**config.mk**
```make
export PLATFORM = sky130hd
export DESIGN_NAME = fc_wmark_pause
export DESIGN_NICKNAME = d
export VERILOG_FILES = /design/src/rtl/fcwm_pkg.sv /design/src/rtl/fcwm_encoder.sv /design/src/rtl/fcwm_store.sv /design/src/rtl/fcwm_hyst.sv /design/src/rtl/fc_wmark_pause.sv
export SDC_FILE = /design/constraint.sdc
export NUM_CORES = 1
export LEC_CHECK = 0
export ABC_AREA = 0
export BUFFER_PORTS_ARGS = -buffer_cell sky130_fd_sc_hd__buf_4
export CORE_MARGIN = 2
export CORE_UTILIZATION = 42
export DETAILED_ROUTE_END_ITERATION = 8
export GPL_ROUTABILITY_DRIVEN = 1
export PLACE_DENSITY = 0.81
export SYNTH_ARGS = -nofsm -noshare
export SYNTH_HDL_FRONTEND = slang
export SYNTH_SLANG_ARGS = --single-unit
```
**constraint.sdc**
```tcl
create_clock -name clk -period 2 [get_ports clk]
set_input_delay 0.4 -clock clk [delete_from_list [all_inputs] [get_ports clk]]
set_output_delay 0.4 -clock clk [all_outputs]
set_load 0.03 [all_outputs]
```
**src/rtl/fcwm_pkg.sv**
```systemverilog
package fcwm_pkg;

    localparam int MANT_W   = 8;
    localparam int SCALE_LG = 4;
    localparam int DEC_W    = MANT_W + SCALE_LG;
    localparam int PVAL_W   = 16;
    localparam logic [PVAL_W-1:0] PVAL_STOP = '1;

    // Stored threshold code: bit 8 = scale flag (x16), bits 7:0 = mantissa
    typedef struct packed {
        logic              scaled;
        logic [MANT_W-1:0] mant;
    } wm_code_t;

    typedef enum logic {
        WM_START = 1'b0,
        WM_STOP  = 1'b1
    } wm_sel_e;

    typedef struct packed {
        logic req;
        logic rise_stb;
        logic fall_stb;
    } pause_evt_t;

    function automatic wm_code_t wm_encode(input logic [31:0] cells);
        wm_code_t    c;
        logic [31:0] units;
        if (cells < (32'd1 << MANT_W)) begin
            c.scaled = 1'b0;
            c.mant   = cells[MANT_W-1:0];
        end else begin
            units = cells >> SCALE_LG;
            if (units >= (32'd1 << MANT_W))
                units = (32'd1 << MANT_W) - 32'd1;
            c.scaled = 1'b1;
            c.mant   = units[MANT_W-1:0];
        end
        return c;
    endfunction

    function automatic logic [DEC_W-1:0] wm_decode(input wm_code_t c);
        if (c.scaled)
            return {c.mant, {SCALE_LG{1'b0}}};
        else
            return DEC_W'(c.mant);
    endfunction

endpackage

```
**src/rtl/fcwm_encoder.sv**
```systemverilog
module fcwm_encoder
    import fcwm_pkg::*;
#(
    parameter int CELL_BYTES = 64,
    parameter int BYTE_W     = 20
) (
    input  logic [BYTE_W-1:0] bytes_i,
    output wm_code_t          code_o
);
    localparam int CELL_LG = $clog2(CELL_BYTES);

    logic [31:0] cells;

    generate
        if (CELL_BYTES == (1 << CELL_LG)) begin : g_pow2
            assign cells = 32'(bytes_i) >> CELL_LG;
        end else begin : g_div
            assign cells = 32'(bytes_i) / 32'(CELL_BYTES);
        end
    endgenerate

    assign code_o = wm_encode(cells);

endmodule

```
**src/rtl/fcwm_store.sv**
```systemverilog
module fcwm_store
    import fcwm_pkg::*;
#(
    parameter int CELL_BYTES  = 64,
    parameter int START_BYTES = 6 * 1518,
    parameter int STOP_BYTES  = 4 * 1518
) (
    input  logic     clk,
    input  logic     rst,
    input  logic     we,
    input  wm_sel_e  sel,
    input  wm_code_t code_in,
    output wm_code_t start_q,
    output wm_code_t stop_q
);
    localparam wm_code_t RST_START = wm_encode(32'(START_BYTES / CELL_BYTES));
    localparam wm_code_t RST_STOP  = wm_encode(32'(STOP_BYTES / CELL_BYTES));

    always_ff @(posedge clk) begin
        if (rst) begin
            start_q <= RST_START;
            stop_q  <= RST_STOP;
        end else if (we) begin
            if (sel == WM_START) start_q <= code_in;
            else                 stop_q  <= code_in;
        end
    end

endmodule

```
**src/rtl/fcwm_hyst.sv**
```systemverilog
module fcwm_hyst
    import fcwm_pkg::*;
#(
    parameter int FILL_W = 14
) (
    input  logic              clk,
    input  logic              rst,
    input  logic              enable,
    input  logic              zero_rel_en,
    input  logic [FILL_W-1:0] fill,
    input  wm_code_t          start_code,
    input  wm_code_t          stop_code,
    output pause_evt_t        evt_q
);
    localparam int CMP_W = (FILL_W > DEC_W) ? FILL_W : DEC_W;

    logic [CMP_W-1:0] fill_x, start_x, stop_x;
    logic             req_d;

    assign fill_x  = CMP_W'(fill);
    assign start_x = CMP_W'(wm_decode(start_code));
    assign stop_x  = CMP_W'(wm_decode(stop_code));

    always_comb begin
        if (!enable)               req_d = 1'b0;
        else if (fill_x >= start_x) req_d = 1'b1;
        else if (fill_x < stop_x)   req_d = 1'b0;
        else                        req_d = evt_q.req;
    end

    always_ff @(posedge clk) begin
        if (rst) begin
            evt_q <= '0;
        end else begin
            evt_q.req      <= req_d;
            evt_q.rise_stb <= req_d & ~evt_q.req;
            evt_q.fall_stb <= ~req_d & evt_q.req & zero_rel_en;
        end
    end

endmodule

```
**src/rtl/fc_wmark_pause.sv**
```systemverilog
module fc_wmark_pause
    import fcwm_pkg::*;
#(
    parameter int CELL_BYTES  = 64,
    parameter int BYTE_W      = 20,
    parameter int FILL_W      = 14,
    parameter int START_BYTES = 6 * 1518,
    parameter int STOP_BYTES  = 4 * 1518
) (
    input  logic                  clk,
    input  logic                  rst,
    input  logic                  enable,
    input  logic                  zero_rel_en,
    input  logic [FILL_W-1:0]     fill_cells,
    input  logic                  cfg_we,
    input  logic                  cfg_sel,
    input  logic [BYTE_W-1:0]     cfg_bytes,
    output logic                  pause_req,
    output logic                  xoff_stb,
    output logic                  xon_stb,
    output logic [PVAL_W-1:0]     pause_val,
    output logic [MANT_W:0]       wm_start_code,
    output logic [MANT_W:0]       wm_stop_code
);
    wm_code_t   enc_code, start_q, stop_q;
    pause_evt_t evt;
    wm_sel_e    sel;

    assign sel = wm_sel_e'(cfg_sel);

    fcwm_encoder #(
        .CELL_BYTES (CELL_BYTES),
        .BYTE_W     (BYTE_W)
    ) u_enc (
        .bytes_i (cfg_bytes),
        .code_o  (enc_code)
    );

    fcwm_store #(
        .CELL_BYTES  (CELL_BYTES),
        .START_BYTES (START_BYTES),
        .STOP_BYTES  (STOP_BYTES)
    ) u_store (
        .clk     (clk),
        .rst     (rst),
        .we      (cfg_we),
        .sel     (sel),
        .code_in (enc_code),
        .start_q (start_q),
        .stop_q  (stop_q)
    );

    fcwm_hyst #(
        .FILL_W (FILL_W)
    ) u_hyst (
        .clk         (clk),
        .rst         (rst),
        .enable      (enable),
        .zero_rel_en (zero_rel_en),
        .fill        (fill_cells),
        .start_code  (start_q),
        .stop_code   (stop_q),
        .evt_q       (evt)
    );

    assign pause_req     = evt.req;
    assign xoff_stb      = evt.rise_stb;
    assign xon_stb       = evt.fall_stb;
    assign pause_val     = evt.rise_stb ? PVAL_STOP : '0;
    assign wm_start_code = start_q;
    assign wm_stop_code  = stop_q;

endmodule

```
After elaboration in Yosys (flattened, before gate mapping)

Cells that the tools add are included.

Magnitude comparators: 4
Mux-type cells: 8
Bitwise gates (word level): 6
Reductions and logical operators: 2

Operators with widths:

| kind                  | count |
|---|---|
| $mux W12              | 2 |
| $mux W16              | 1 |
| $ge A14 B12 Y1        | 1 |
| $lt A14 B12 Y1        | 1 |
| $lt A14 B9 Y1 const B | 1 |
| $ge A10 B9 Y1 const B | 1 |
| $mux W9               | 1 |
| $mux W8               | 1 |
| $reduce_and A2 Y1     | 2 |
| $and A1 B1 Y1         | 3 |
| $mux W1               | 3 |
| $not A1 Y1            | 3 |

Register bits: 21
Output and inout port bits: 37
Word-level logic and storage cells: 27

Depth between registers and ports, before layout

Word-level depth: 8
Depth in mapped cells: 9

By module

From an unflattened synthesis, not the netlist that was laid out.

Cells, all modules: 205
Area total of the unflattened synthesis: 1,798.0 um^2

Modules (own cells, without submodules):

| module         | times used | cells an instance | area an instance (um^2) |
|---|---|---|---|
| fcwm_hyst      | 1          | 94                | 777.0 |
| fcwm_store     | 1          | 73                | 739.5 |
| fcwm_encoder   | 1          | 22                | 161.4 |
| fc_wmark_pause | 1          | 16                | 120.1 |

Worst setup path before layout

No wires, ideal clock.

Path type: register -> register
From: reg, netlist name u_store.start_q[8]
To: reg u_hyst.evt_q[0] (netlist bit)
Setup time: 0.086 ns
Arrival time: 2.187 ns
Data required time: 1.914 ns
Slack: -0.272 ns
Stages on the path, launching flop included: 10
Buffers on the path: 1
Clock period less this slack: 2.272 ns
Cell sequence: dfxtp_1 > buf_1 > mux2i_1 > ha_1 > a21o_1 > a21oi_1 > o211ai_1 > a21oi_1 > nand3_1 > a211oi_1

Word-level cells in the longest chain between the ends: 7

Ends and longest elaborated chain:

| what                       | RTL line        | text |
|---|---|---|
| $mux W12                   | fcwm_pkg.sv:43  | `if (c.scaled)` |
| $ge A14 B12 Y1             | fcwm_hyst.sv:26 | `else if (fill_x >= start_x) req_d = 1'b1;` |
| $mux W1                    | fcwm_hyst.sv:26 |  |
| $mux W1                    | fcwm_hyst.sv:25 | `if (!enable) req_d = 1'b0;` |
| $not A1 Y1                 | fcwm_hyst.sv:37 | `evt_q.fall_stb <= ~req_d & evt_q.req & zero_rel_en;` |
| $and A1 B1 Y1 (2 in a row) | fcwm_hyst.sv:37 |  |
| end, declared              | fcwm_hyst.sv:13 | `output pause_evt_t evt_q` |

Every way passes these cells.
A chain may end at the register's enable or synchronous reset.

Worst setup path after layout

From: reg, netlist name u_store.start_q[8]
To: reg u_hyst.evt_q[0] (netlist bit)

Word-level cells in the longest chain between the ends: 7

Ends and longest elaborated chain:

| what                       | RTL line |
|---|---|
| $mux W12                   | fcwm_pkg.sv:43 |
| $ge A14 B12 Y1             | fcwm_hyst.sv:26 |
| $mux W1                    | fcwm_hyst.sv:26 |
| $mux W1                    | fcwm_hyst.sv:25 |
| $not A1 Y1                 | fcwm_hyst.sv:37 |
| $and A1 B1 Y1 (2 in a row) | fcwm_hyst.sv:37 |

Every way passes these cells.

==> impl_metrics.py <==
metrics = {
    "run_status": {
        "status": "finished, final reports clean",
    },
    "final_layout": {
        "drive_gt1_share_pct": 34.4,
        "final_net_count": 314,
        "finalInstanceArea_sq_mm": 0.00216,
        "num_antenna_cells": 0,
        "area_growth_syn_to_layout_pct": 31.6,
        "filler_cell_count": 360,
    },
    "clocking": {
        "clkLatencyLatePin_ps": 270,
        "cts.path.max_buffers": 2,
        "cts_buffers": 3,
        "cts.sink_count": 21,
        "clock-root-buffer": "sky130_fd_sc_hd__clkbuf_8",
        "clk_transition_reported_paths_ps": 80,
        "ctsHoldBuffers": 0,
        "tritoncts": "yes",
        "h-tree-depth": 1,
    },
    "setup_path": {
        "timing.critical_path.to_type": "flop",
        "critical_path_required_ps": 2200,
        "cp_slowest_stage_delay_ps": 390,
        "worstSetupStartpointType": "flop",
        "timing.rr.end": "u_hyst.evt_q[0]",
        "critPathCapture": "u_hyst.evt_q[0]",
        "r2r-start": "u_store.start_q[8]",
        "r2r_cells": 8,
        "worst_path_max_delay_cell": "sky130_fd_sc_hd__dfxtp_4",
        "type_of_the_worst_setup_path": "flop to flop",
        "worstPathCellList": "mux2i_1 > ha_1 > a21o_1 > a21oi_1 > o211ai_1 > a21oi_2 > nand3_2 > a211oi_2",
        "critical_path.startpoint": "u_store.start_q[8]",
        "path_max_fanout": 6,
        "setup.reg_to_reg.worst_slack_ps": 170,
        "worst_endpoint_data_arrival_time_ps": 2020,
    },
    "yosys": {
        "synth_area_sq_mm": 0.00164,
        "yosys.area.top_type": "sky130_fd_sc_hd__dfxtp_1",
        "synth_edf_count": 0,
        "post_synth_top_flop": "sky130_fd_sc_hd__dfxtp_1",
        "warnings_from_yosys": 0,
        "netlist_instances": 196,
        "async_flop_share_pct": 0,
        "yosys.area.top_type_share_pct": 25.6,
        "synth_area_leaders": "sky130_fd_sc_hd__dfxtp_1 (26%), sky130_fd_sc_hd__ha_1 (18%), sky130_fd_sc_hd__buf_4 (7.8%), sky130_fd_sc_hd__a211o_1 (5.9%), sky130_fd_sc_hd__mux2i_1 (4.9%)",
        "synth-seq-cells": 21,
        "syn-num-nets": 259,
        "post_synth.cell_area_avg_sq_um": 8.37,
        "synth.lib_cells_used.distinct": 32,
        "synth_seq_area_share_pct": 25.6,
    },
    "sta": {
        "setup-tns-final_ps": 0,
        "final-setup-viol-count": 0,
        "final_max_slew_viol_count": 0,
        "final.min_clock_period_ps": 1830,
        "relSlewSlack_pct": 62.6,
        "fmax_ghz": 0.548,
        "worst_pin_slew_ps": 560,
        "post-route-period-util_pct": 91.3,
        "worst_slack_ps": 174,
        "holdWs_ps": 313,
        "unrepaired_setup_endpoints_after_global_routing": "false",
        "fin_worst_skew_ps": 2.85,
        "finalHoldViolCount": 0,
    },
    "floorplanning": {
        "initial_cell_density_of_the_core_pct": 44.1,
        "design.core.area_sq_mm": 0.00372,
        "die_area_sq_mm": 0.00442,
        "ios": 77,
        "std_cell_rows": 22,
        "dieHeight_um": 66.5,
        "die_x_um": 66.5,
    },
    "power_and_ir_drop": {
        "p_per_area_mw_per_mm2": 558,
        "ir_worst_vdd_uv": 243,
        "power.share.switching_pct": 35.1,
        "clk_pwr_share_pct": 24.1,
        "sequentialPowerShare_pct": 40.0,
        "intPower_uw": 783,
        "net-switching-power_uw": 423,
        "comb_power_share_pct": 35.9,
        "total_power_draw_uw": 1210,
        "p_leak_uw": 0.00102,
    },
    "drt": {
        "remaining_drc_errors": 0,
        "routed_wl_um": 4090,
        "drtPass1Iterations": 4,
        "drt_iter0_markers": 52,
        "wl_per_cell_um": 13.7,
        "detail_route.vias_per_cell": 5.28,
        "ant_nets": 0,
        "via_total_after_detailed_routing": 1572,
    },
    "placement": {
        "post-dp-hpwl_um": 3330,
        "place.gp.congestion": 0.874,
        "port_buffers": 70,
        "placed_cell_area_sq_mm": 0.00208,
        "place_ws_ps": 68.8,
    },
    "global_route": {
        "gr-total-overflow": 0,
        "grt_first_pass_wirelength_um": 6560,
        "grt_antenna_before_repair": 0,
        "grt.total_usage_pct": 19.4,
        "first_global_vias": 1497,
        "grt_max_degree": 22,
    },
    "job": {
        "cap_violations": 0,
    },
    "worst_hold_path": {
        "min_path_type": "primary input to flop",
        "hold_path.startpoint": "enable",
    },
}
-- state kept, by name, indices dropped and copies added, names as in the netlist --
register         count
u_hyst.evt_q         3
u_store.start_q      9
u_store.stop_q       9
-- layer usage --
metal / vias up / global-route usage, % / routed length, um
met1: 704 / 23.2 / 1840
met5: - / 0 / 0
met2: 60 / 34.1 / 1910
met3: 5 / 3.55 / 271
met4: 0 / 7.40 / 60
li1: 803 / - / -
-- repair_timing --
| action | in CTS | in global routing |
|---|---|---|
| buffers inserted | 0 | 2 |
| setup endpoints to repair | 0 | 3 |
| gates resized for setup | 0 | 6 |
-- layout make-up --
type / count / area [sq um] / area share (%)
clock buffer: 4 / 45.0 / 2.09
sequential: 21 / 425 / 19.7
tap: 48 / 60.1 / 2.78
inverter: 3 / 11.3 / 0.522
timing repair buffer: 76 / 568 / 26.3
multi-input combinational: 146 / 1050 / 48.6
-- through the flow --
step           cells  util [%]
6_report         298      58.1
5_1_grt          298      58.1
4_1_cts          296      57.1
3_5_place_dp     292      55.9
3_3_place_gp     292      55.9
2_1_floorplan    196         -
-- cells by family after synthesis --
| family | synth area share (%) |
|---|---|
| fa+ha+maj | 17.5 |
| flops | 25.6 |
| mux | 4.88 |
| buf+inv | 11.7 |
| simple gates | 20.5 |
| compound gates | 19.8 |
-- critical path, delay by kind of cell, from the launching register on --
family,cells,cell delay (ps)
AO/OA/AOI/OAI,5,810
multiplexers,1,200
flip-flops,1,390
adder cells (fa/ha/maj),1,260
AND/OR/NAND/NOR,1,100
-- placed cells by master, fill, tap and decap left out, types with 2 or more instances in the layout --
cell,Yosys,layout
sky130_fd_sc_hd__dfxtp_1,21,19
sky130_fd_sc_hd__nand4_1,2,2
sky130_fd_sc_hd__o211ai_1,2,2
sky130_fd_sc_hd__nand3_1,4,3
sky130_fd_sc_hd__a21o_1,4,4
sky130_fd_sc_hd__a21oi_1,14,13
sky130_fd_sc_hd__o21ai_1,3,4
sky130_fd_sc_hd__buf_4,17,75
sky130_fd_sc_hd__a211o_1,11,11
sky130_fd_sc_hd__nor3_1,4,4
sky130_fd_sc_hd__nand2b_1,8,8
sky130_fd_sc_hd__inv_1,3,3
sky130_fd_sc_hd__nor2b_1,2,2
sky130_fd_sc_hd__or3_1,3,3
sky130_fd_sc_hd__ha_1,23,23
sky130_fd_sc_hd__mux2i_1,8,8
sky130_fd_sc_hd__nand2_1,20,20
sky130_fd_sc_hd__clkbuf_8,0,3
sky130_fd_sc_hd__nor2_1,18,18
sky130_fd_sc_hd__a211oi_1,9,8
-- power groups by stage --
stage | Sequential [uW] | Clock [uW] | Combinational (uW)
2_1_floorplan | 531 | 0 | 241
3_3_place_gp | 493 | 0 | 414
3_5_place_dp | 494 | 0 | 424
4_1_cts | 484 | 290 | 426
5_1_grt | 487 | 311 | 478
6_report | 482 | 291 | 433
-- synthesized netlist by cell type, types with 3 or more instances --
master,number
sky130_fd_sc_hd__nor3_1,4
sky130_fd_sc_hd__nand2_1,20
sky130_fd_sc_hd__nor2_1,18
sky130_fd_sc_hd__o21ai_1,3
sky130_fd_sc_hd__inv_1,3
sky130_fd_sc_hd__ha_1,23
sky130_fd_sc_hd__clkbuf_1,4
sky130_fd_sc_hd__a211o_1,11
sky130_fd_sc_hd__nand3_1,4
sky130_fd_sc_hd__or3_1,3
sky130_fd_sc_hd__dfxtp_1,21
sky130_fd_sc_hd__a211oi_1,9
sky130_fd_sc_hd__nand2b_1,8
sky130_fd_sc_hd__mux2i_1,8
sky130_fd_sc_hd__a21oi_1,14
sky130_fd_sc_hd__a21o_1,4
sky130_fd_sc_hd__buf_4,17
-- how the worst min path moves through the flow --
stage	endpoint	cells after the start
after global placement	u_store.start_q[0]	2
after CTS	u_hyst.evt_q[0]	2
after global routing	u_hyst.evt_q[0]	2
final	u_hyst.evt_q[0]	2
after floorplan	u_hyst.evt_q[0]	1
after detailed placement	u_store.start_q[0]	2
Note: power is estimated with default switching activity, not from simulation.
